===== src/rtl/lpf_pkg.sv =====
package lpf_pkg;

    localparam int WORD_W = 32;
    localparam int PIX_W  = 24;

    typedef enum logic [1:0] {
        WL_16  = 2'd0,
        WL_R1  = 2'd1,
        WL_R2  = 2'd2,
        WL_32  = 2'd3
    } word_len_e;

    typedef enum logic [1:0] {
        BUS_8  = 2'd0,
        BUS_16 = 2'd1,
        BUS_18 = 2'd2,
        BUS_24 = 2'd3
    } bus_width_e;

    typedef enum logic [1:0] {
        FMT_HALF,
        FMT_BYTE,
        FMT_FULL,
        FMT_SIX
    } piece_fmt_e;

    typedef struct packed {
        logic       err;
        piece_fmt_e fmt;
        logic [1:0] last_idx;
    } unpack_plan_t;

    localparam logic [3:0] MASK_PACKED = 4'hF;
    localparam logic [3:0] MASK_SINGLE = 4'h7;

    function automatic logic [17:0] squeeze666(input logic [23:0] rgb);
        return {rgb[21:16], rgb[13:8], rgb[5:0]};
    endfunction

endpackage


===== src/rtl/lpf_cfg_decode.sv =====
module lpf_cfg_decode
    import lpf_pkg::*;
(
    input  logic [1:0]   word_len,
    input  logic [3:0]   byte_mask,
    input  logic [1:0]   bus_width,
    input  logic         reduce,
    output unpack_plan_t plan
);

    always_comb begin
        plan.err      = 1'b0;
        plan.fmt      = FMT_HALF;
        plan.last_idx = 2'd1;
        case (word_len)
            WL_16: begin
                if (byte_mask != MASK_PACKED) begin
                    plan.err = 1'b1;
                end else if (bus_width == BUS_8) begin
                    plan.fmt      = FMT_BYTE;
                    plan.last_idx = 2'd3;
                end
            end
            WL_32: begin
                plan.last_idx = 2'd0;
                if (byte_mask != MASK_SINGLE || bus_width == BUS_8) begin
                    plan.err = 1'b1;
                end else if (bus_width == BUS_24) begin
                    plan.fmt = FMT_FULL;
                end else if (reduce) begin
                    plan.fmt = FMT_SIX;
                end else begin
                    plan.err = 1'b1;
                end
            end
            default: plan.err = 1'b1;
        endcase
    end

endmodule


===== src/rtl/lpf_piece_format.sv =====
module lpf_piece_format
    import lpf_pkg::*;
#(
    parameter int W_IN  = WORD_W,
    parameter int W_OUT = PIX_W
) (
    input  logic [W_IN-1:0]  word,
    input  logic [1:0]       idx,
    input  piece_fmt_e       fmt,
    output logic [W_OUT-1:0] pix
);

    localparam int HALF_W = W_IN / 2;
    localparam int BYTE_W = 8;

    always_comb begin
        pix = '0;
        case (fmt)
            FMT_HALF: pix[HALF_W-1:0] = idx[0] ? word[W_IN-1:HALF_W] : word[HALF_W-1:0];
            FMT_BYTE: pix[BYTE_W-1:0] = word[BYTE_W*idx +: BYTE_W];
            FMT_FULL: pix[23:0]       = word[23:0];
            FMT_SIX:  pix[17:0]       = squeeze666(word[23:0]);
            default:  pix             = '0;
        endcase
    end

endmodule


===== src/rtl/lcd_pixel_formatter.sv =====
module lcd_pixel_formatter
    import lpf_pkg::*;
#(
    parameter int DATA_W = WORD_W,
    parameter int OUT_W  = PIX_W
) (
    input  logic              clk,
    input  logic              rst,
    input  logic [1:0]        cfg_word_len,
    input  logic [3:0]        cfg_byte_mask,
    input  logic [1:0]        cfg_bus_width,
    input  logic              cfg_reduce,
    input  logic              in_valid,
    input  logic [DATA_W-1:0] in_data,
    output logic              in_ready,
    output logic              pix_valid,
    output logic [OUT_W-1:0]  pix_data,
    output logic              cfg_err
);

    unpack_plan_t      plan;
    logic              active;
    logic [1:0]        idx;
    logic [DATA_W-1:0] hold;
    logic              more;
    logic              accept;

    lpf_cfg_decode u_decode (
        .word_len (cfg_word_len),
        .byte_mask(cfg_byte_mask),
        .bus_width(cfg_bus_width),
        .reduce   (cfg_reduce),
        .plan     (plan)
    );

    lpf_piece_format #(.W_IN(DATA_W), .W_OUT(OUT_W)) u_format (
        .word(hold),
        .idx (idx),
        .fmt (plan.fmt),
        .pix (pix_data)
    );

    assign more     = active && (idx != plan.last_idx);
    assign in_ready = plan.err || !more;
    assign accept   = in_valid && in_ready && !plan.err;

    always_ff @(posedge clk) begin
        if (rst) begin
            active <= 1'b0;
            idx    <= 2'd0;
            hold   <= '0;
        end else if (plan.err) begin
            active <= 1'b0;
            idx    <= 2'd0;
        end else if (more) begin
            idx <= idx + 2'd1;
        end else if (in_valid) begin
            active <= 1'b1;
            idx    <= 2'd0;
            hold   <= in_data;
        end else begin
            active <= 1'b0;
        end
    end

    assign pix_valid = active && !plan.err;
    assign cfg_err   = plan.err;

    // A packed halfword word keeps the input stalled for its second pixel
    assert_half_stall_R4: assert property (@(posedge clk) disable iff (rst)
        (accept && plan.fmt == FMT_HALF) |=> (pix_valid && !in_ready));

    // A single-pixel word is shown next cycle and the input stays open
    assert_single_flow_R6: assert property (@(posedge clk) disable iff (rst)
        (accept && (plan.fmt == FMT_FULL || plan.fmt == FMT_SIX)) |=> (pix_valid && in_ready));

    // No offered word while open means nothing is shown next cycle
    assert_no_phantom_R10: assert property (@(posedge clk) disable iff (rst)
        (in_ready && !in_valid) |=> !pix_valid);

    // Unsupported setting swallows words and shows nothing
    assert_err_quiet_R2: assert property (@(posedge clk) disable iff (rst)
        cfg_err |-> (in_ready && !pix_valid));

    // 24-bit pixels cannot go out on an 8-bit bus
    assert_bus8_reject_R9: assert property (@(posedge clk) disable iff (rst)
        (cfg_word_len == WL_32 && cfg_bus_width == BUS_8) |-> cfg_err);

    // Narrowed pixels leave the top six bus bits at zero
    assert_six_top_zero_R7: assert property (@(posedge clk) disable iff (rst)
        (pix_valid && plan.fmt == FMT_SIX) |-> (pix_data[23:18] == 6'd0));

endmodule


===== config.mk =====
export PLATFORM = sky130hd
export DESIGN_NAME = lcd_pixel_formatter
export DESIGN_NICKNAME = d
export VERILOG_FILES = /design/src/rtl/lpf_pkg.sv /design/src/rtl/lpf_cfg_decode.sv /design/src/rtl/lpf_piece_format.sv /design/src/rtl/lcd_pixel_formatter.sv
export SDC_FILE = /design/constraint.sdc
export NUM_CORES = 1
export LEC_CHECK = 0
export ABC_AREA = 1
export BUFFER_PORTS_ARGS = -buffer_cell sky130_fd_sc_hd__buf_2
export CAP_MARGIN = 25
export CORE_ASPECT_RATIO = 2
export CORE_MARGIN = 4
export CORE_UTILIZATION = 57
export CTS_CLUSTER_SIZE = 24
export DETAILED_ROUTE_END_ITERATION = 10
export PLACE_DENSITY = 0.82
export SLEW_MARGIN = 20
export SYNTH_ARGS = -nofsm -noshare
export SYNTH_HDL_FRONTEND = slang
export SYNTH_SLANG_ARGS = --single-unit

===== constraint.sdc =====
create_clock -name clk -period 3.9 [get_ports clk]
set_input_delay 0.195 -clock clk [delete_from_list [all_inputs] [get_ports clk]]
set_output_delay 0.195 -clock clk [all_outputs]
set_load 0.03 [all_outputs]

After elaboration in Yosys (flattened, before gate mapping)
Cells that the tools add are included.
{ "classes": {"addsub": 1, "eq_ne": 8, "n_shift": 1, "n_mux": 19, "bitwise_logic": 2, "n_reduce_logical": 12} }
{ "ops": {"columns": ["op", "n"], "rows": [
  ["8-bit one-hot mux with 4 select lines", 1],
  ["32-bit by 6-bit indexed part select with 8-bit output", 1],
  ["8-bit one-hot mux with 3 select lines", 1],
  ["16-bit two-way mux", 1],
  ["2-bit two-way mux", 5],
  ["2-bit == test, second input constant", 4],
  ["4-bit one-hot mux with 2 select lines", 1],
  ["2-bit zero test", 3],
  ["3-bit two-way mux", 2],
  ["6-bit two-way mux", 1],
  ["1-bit two-way mux", 5],
  ["4-bit by 3-bit != test with 1-bit output, second input constant", 1],
  ["4-bit != test, second input constant", 1],
  ["2-bit one-hot mux with 2 select lines", 1],
  ["3-bit AND reduction", 1],
  ["2-bit by 1-bit adder with 2-bit output, second input constant", 1],
  ["2-bit by 1-bit == test with 1-bit output, second input constant", 1],
  ["1-bit logical AND", 2],
  ["1-bit zero test", 2],
  ["1-bit logical OR", 2],
  ["2-bit != test", 1],
  ["1-bit inverter", 2],
  ["1-bit one-hot mux with 2 select lines", 1],
  ["2-bit nonzero test", 1],
  ["2-bit OR reduction", 1]
]} }
{ "totals": {"ff_bits": 35, "out_inout_bits": 27, "word_cells": 46} }

Depth between registers and ports, before layout
{ "depth": {"ltp_word": 8, "depth_mapped": 14, "mapped_depth_nobuf": 13} }

By module
A second synthesis with hierarchy kept.
{ "unflattened": {"cells_unflattened": 501, "area_unflattened_um2": 2751.4} }
{ "modules_own_cells": {"columns": ["mod", "instances", "cells_each", "area_per_inst_um2", "seq_area_each_um2"], "rows": [
  ["lcd_pixel_formatter", 1, 303, 1850.5, 700.7],
  ["lpf_piece_format", 1, 168, 750.7, 0.0],
  ["lpf_cfg_decode", 1, 30, 150.1, 0.0]
]} }

Worst setup path after synthesis
OpenSTA, ideal clock, no wires.
{ "synth_timing": {"path_type": "input -> output", "from": "in cfg_word_len[0]", "to": "out pix_valid", "arrival_ns": 1.694, "setup_slack_ns": 2.011, "cell_stages": 8, "n_path_buf": 1, "cell_sequence": "inv_1 ha_1 inv_2 nand2_1 a21oi_4 buf_2 inv_1 nor2_1"} }
{ "synth_between": {"elab_chain_cells": 4, "word_cells_on_any_way": 5, "classes_between": "1 x eq/ne; 1 x mux; 3 x reduce/logical"} }
{ "synth_rtl": {"columns": ["element", "line", "rtl"], "rows": [
  ["start, declared", "lcd_pixel_formatter.sv:9", "input logic [1:0] cfg_word_len,"],
  ["2-bit == test / 2-bit zero test (equally long branches)", "lpf_cfg_decode.sv:15", "case (word_len)"],
  ["1-bit one-hot mux with 2 select lines (*)", "lpf_cfg_decode.sv:15", null],
  ["via cfg_err", "lcd_pixel_formatter.sv:18", "output logic cfg_err"],
  ["1-bit zero test (*)", "lcd_pixel_formatter.sv:66", "assign pix_valid = active && !plan.err;"],
  ["1-bit logical AND (*)", "lcd_pixel_formatter.sv:66", null],
  ["end, declared", "lcd_pixel_formatter.sv:16", "output logic pix_valid,"]
]} }
Mark *: on every way through the listed nets, which the timed path passes. The rest lies on a longest branch.

Worst setup path after layout
{ "layout_timing": {"from": "in cfg_word_len[0]", "to": "out pix_data[14]"} }
{ "layout_between": {"elab_chain_cells": 4, "word_cells_on_any_way": 7, "classes_between": "3 x eq/ne; 2 x mux; 2 x reduce/logical"} }
{ "layout_rtl": {"columns": ["element", "line", "rtl"], "rows": [
  ["2-bit == test / 2-bit zero test (equally long branches)", "lpf_cfg_decode.sv:15", null],
  ["4-bit one-hot mux with 2 select lines (*)", "lpf_cfg_decode.sv:15", null],
  ["2-bit == test / 2-bit zero test (equally long branches)", "lpf_piece_format.sv:18", "case (fmt)"],
  ["8-bit one-hot mux with 3 select lines (*)", "lpf_piece_format.sv:18", null],
  ["end, declared", "lcd_pixel_formatter.sv:17", "output logic [OUT_W-1:0] pix_data,"]
]} }
Every way passes the cells marked *; elsewhere a longest branch is shown, timed or not.

==> summary.md <==
| Metric | Value |
|---|---|
| Initial antenna violation count | 0 |
| Starting Density | 0.5863 |
| Buffers on Ports | 70 |
| Ant diodes | 0 |
| PostCTS Resize Cnt | 0 |
| Met1 usage | 0.2525 |
| Worst Path Arrival | between 2 and 2.5 ns |
| Postcts setup bufs | 0 |
| Die Wd | roughly 56 um |
| DR vias/cell | 5.373 |
| CP Launch Type | primary input |
| Count of distinct cell types in the synthesized netlist | 28 |
| Final core occ | 0.6838 |
| Share of layout cells above drive strength 1 | 0.1711 |
| Total gr overflow | 0 |
| Via count | between 3000 and 4000 |
| Core Area | 0.004554 mm^2 |
| Top Family by Delay on Critical Path | simple AND/OR/NAND/NOR gates |
| IO Count | 71 |
| Root buffer cell | clkbuf_8 |
| Leak | approximately 1.7 nW |
| Clock slew at reported path FFs | 0.07 ns |
| Worst Setup End Kind | output pin |
| Routed Antenna Nets | 0 |
| CTS tree | done |
| Most frequent cells in the layout | nand2_1, inv_1, buf_2 |
| Worst Setup Path Type | in -> out |
| Critical Path Stages | 12 |
| Worst Path Max Fanout | 16 |
| Avg Synthesized Cell Area | between 5 and 6 um^2 |
| Gpl congestion | around 0.94 |
| Crit path max-delay cell type | nor2_2 |
| Required time worst endpoint | 3.70 ns |
| Routed WL | between 7000 and 8000 um |
| Setup violations, final | 0 |
| Worst slew pin tran | 0.9647 ns |
| CTS HTree Levels | 2 |
| Post-synthesis cell area | 0.002670 mm^2 |
| Hold_buf cts | 0 |
| DRC | 0 |
| Clock sink count | 35 |
| Fmax | 380.2 MHz |
| First-pass GRT wire length | 12280 um |
| Die Span Y | approximately 100 um |
| Rel. slew slack | 0.3562 |
| Clock Path Buffers | 2 |
| Total GRT Usage | 0.2558 |
| Crit path largest cell delay | between 0.5 and 0.6 ns |
| Clock Skew | 0.004152 ns |
| Met2 usage | 0.4707 |
| Seq cells post-synth | 35 |
| DRT iter0 DRCs | 141 |
| Peak supply drop | 0.3794 mV |
| WP buf/inv | 4 |
| Critical path, cell by cell | buf_2 -> inv_1 -> ha_1 -> inv_2 -> nand2_1 -> nor2_1 -> nand2_1 -> nand2_1 -> nor2_2 -> nand2_1 -> o211ai_1 -> buf_2 |
| Commonest non-fill, non-tap cell in the layout | nand2_1 |
| Area Growth Syn to Fin | 16.64% |
| Vias in the first global route | 2910 |
| Ys Warns | 0 |
| Final HPWL DP | 5499 um |
| Cells after Synth | 470 |
| Final nets | ~570 |
| GRT Max-Usage Layer | met2 |
| Hold WC Path Type | in -> reg |
| Max cap viols | 0 |
| Min Tclk post-route | 2.630 ns |
| Avg WL per Cell | 12.87 um |
| Power per cell area | 332.1 mW/mm^2 |
| Register area share after synthesis | 0.2624 |
| Hold Crit Depth | 5 |
| Fin Setup TNS | 0 ns |
| Net count after synthesis | around 520 |
| Worst skew pair latency | a little under 0.3 ns |
| Hold Vio Cnt, Final | 0 |
| Total die area | between 0.005 and 0.006 mm^2 |
| TritonCTS buffer count | 5 |
| Worst Reg2Reg Path Length in Cells | 8 |
| RSZ-0062 raised after global routing | false |
| Pins Over Slew Limit | 0 |
| Std cell rows | 35 |
| GR Util met3 | 0.03708 |
| Crit share post-route | 0.6744 |
| Outcome | complete, no violations |
| Largest net degree at the start of global routing | 38 |
| Most common cell on crit path | nand2_1 |
| Drt first pass iters | 5 |
-- kinds of logic (layout without fill, tap and decap cells) --
kind of cell / count (synthesis) / after routing / share of synthesized area
compound gates: 60 / 60 / 0.1340
xor+xnor: 2 / 2 / 0.006562
fa+ha+maj: 3 / 3 / 0.01406
buf+inv: 140 / 196 / 0.2104
flops: 35 / 35 / 0.2624
simple gates: 230 / 230 / 0.3725
-- layer usage --
| layer | vias to the layer above | share of wire |
|---|---|---|
| met5 | - | 0 |
| met4 | 0 | 0.059 |
| met3 | 32 | 0.072 |
| met2 | 150 | 0.52 |
| met1 | 1396 | 0.35 |
| li1 | 1544 | - |
-- worst min-delay path: cells and delay by family --
| kind | cells | cell delay, ns |
|---|---|---|
| and+or+nand+nor | 3 | 0.19 |
| buffers and inverters | 2 | 0.10 |
-- power breakdown --
group	switching [mW]	total [mW]	internal, mW
Sequential	0.0143	0.398	0.383
Clock	0.135	0.391	0.256
Combinational	0.163	0.246	0.0830
-- synthesized netlist by cell type (all sizes together) --
library cell / count / share of area
nand3: 7 / 0.020
clkbuf: 8 / 0.011
clkinv: 2 / 0.0028
and2: 1 / 0.0023
inv: 113 / 0.16
o21ai: 30 / 0.056
a21oi: 12 / 0.027
o211ai: 12 / 0.034
xor2: 2 / 0.0066
nand4: 34 / 0.080
o221ai: 3 / 0.0098
nor2: 49 / 0.072
dfxtp: 35 / 0.26
o22ai: 2 / 0.0047
buf: 17 / 0.037
nand2: 139 / 0.20
o21a: 1 / 0.0028
ha: 3 / 0.014
-- metrics by stage --
stage / instances / total power [mW] / cell area, um^2 / hold WS (ns) / worst slack [ns]
finish: 581 / 1.034 / 3114 / 0.2299 / 1.270
global route: 581 / 1.084 / 3114 / 0.2574 / 1.085
CTS: 581 / 1.034 / 3114 / 0.2279 / 1.278
detailed placement: 573 / 0.6477 / 2982 / 0.4894 / 1.320
global placement: 573 / 0.6414 / 2982 / 0.4716 / 1.439
floorplan: 470 / 0.5830 / 2670 / 0.3951 / 2.011
-- sequential cells by signal (all words and copies together) (netlist names) --
name,flops
hold,32
idx,2
active,1
-- cell type report --
cell class                      count  area [um^2]
Multi-Input combinational cell    295         1408
Timing Repair Buffer               73        372.9
Fill cell                         460         1440
Tap cell                           55        68.82
Clock inverter                      2        60.06
Sequential cell                    35        700.7
Inverter                          115        431.7
Clock buffer                        6        72.57
-- final timing paths --
| check | endpoint | slack, ns | start |
|---|---|---|---|
| min | hold[22]$_SDFFE_PP0P_ | 0.23 | in_data[22] |
| max reg2reg | hold[30]$_SDFFE_PP0P_ | 1.43 | idx[1]$_SDFFE_PP0P_ |
| max | pix_data[14] | 1.27 | cfg_word_len[0] |
| min reg2reg | idx[0]$_SDFFE_PP0P_ | 0.50 | idx[0]$_SDFFE_PP0P_ |
No activity file was read; power rests on OpenSTA's default activity.
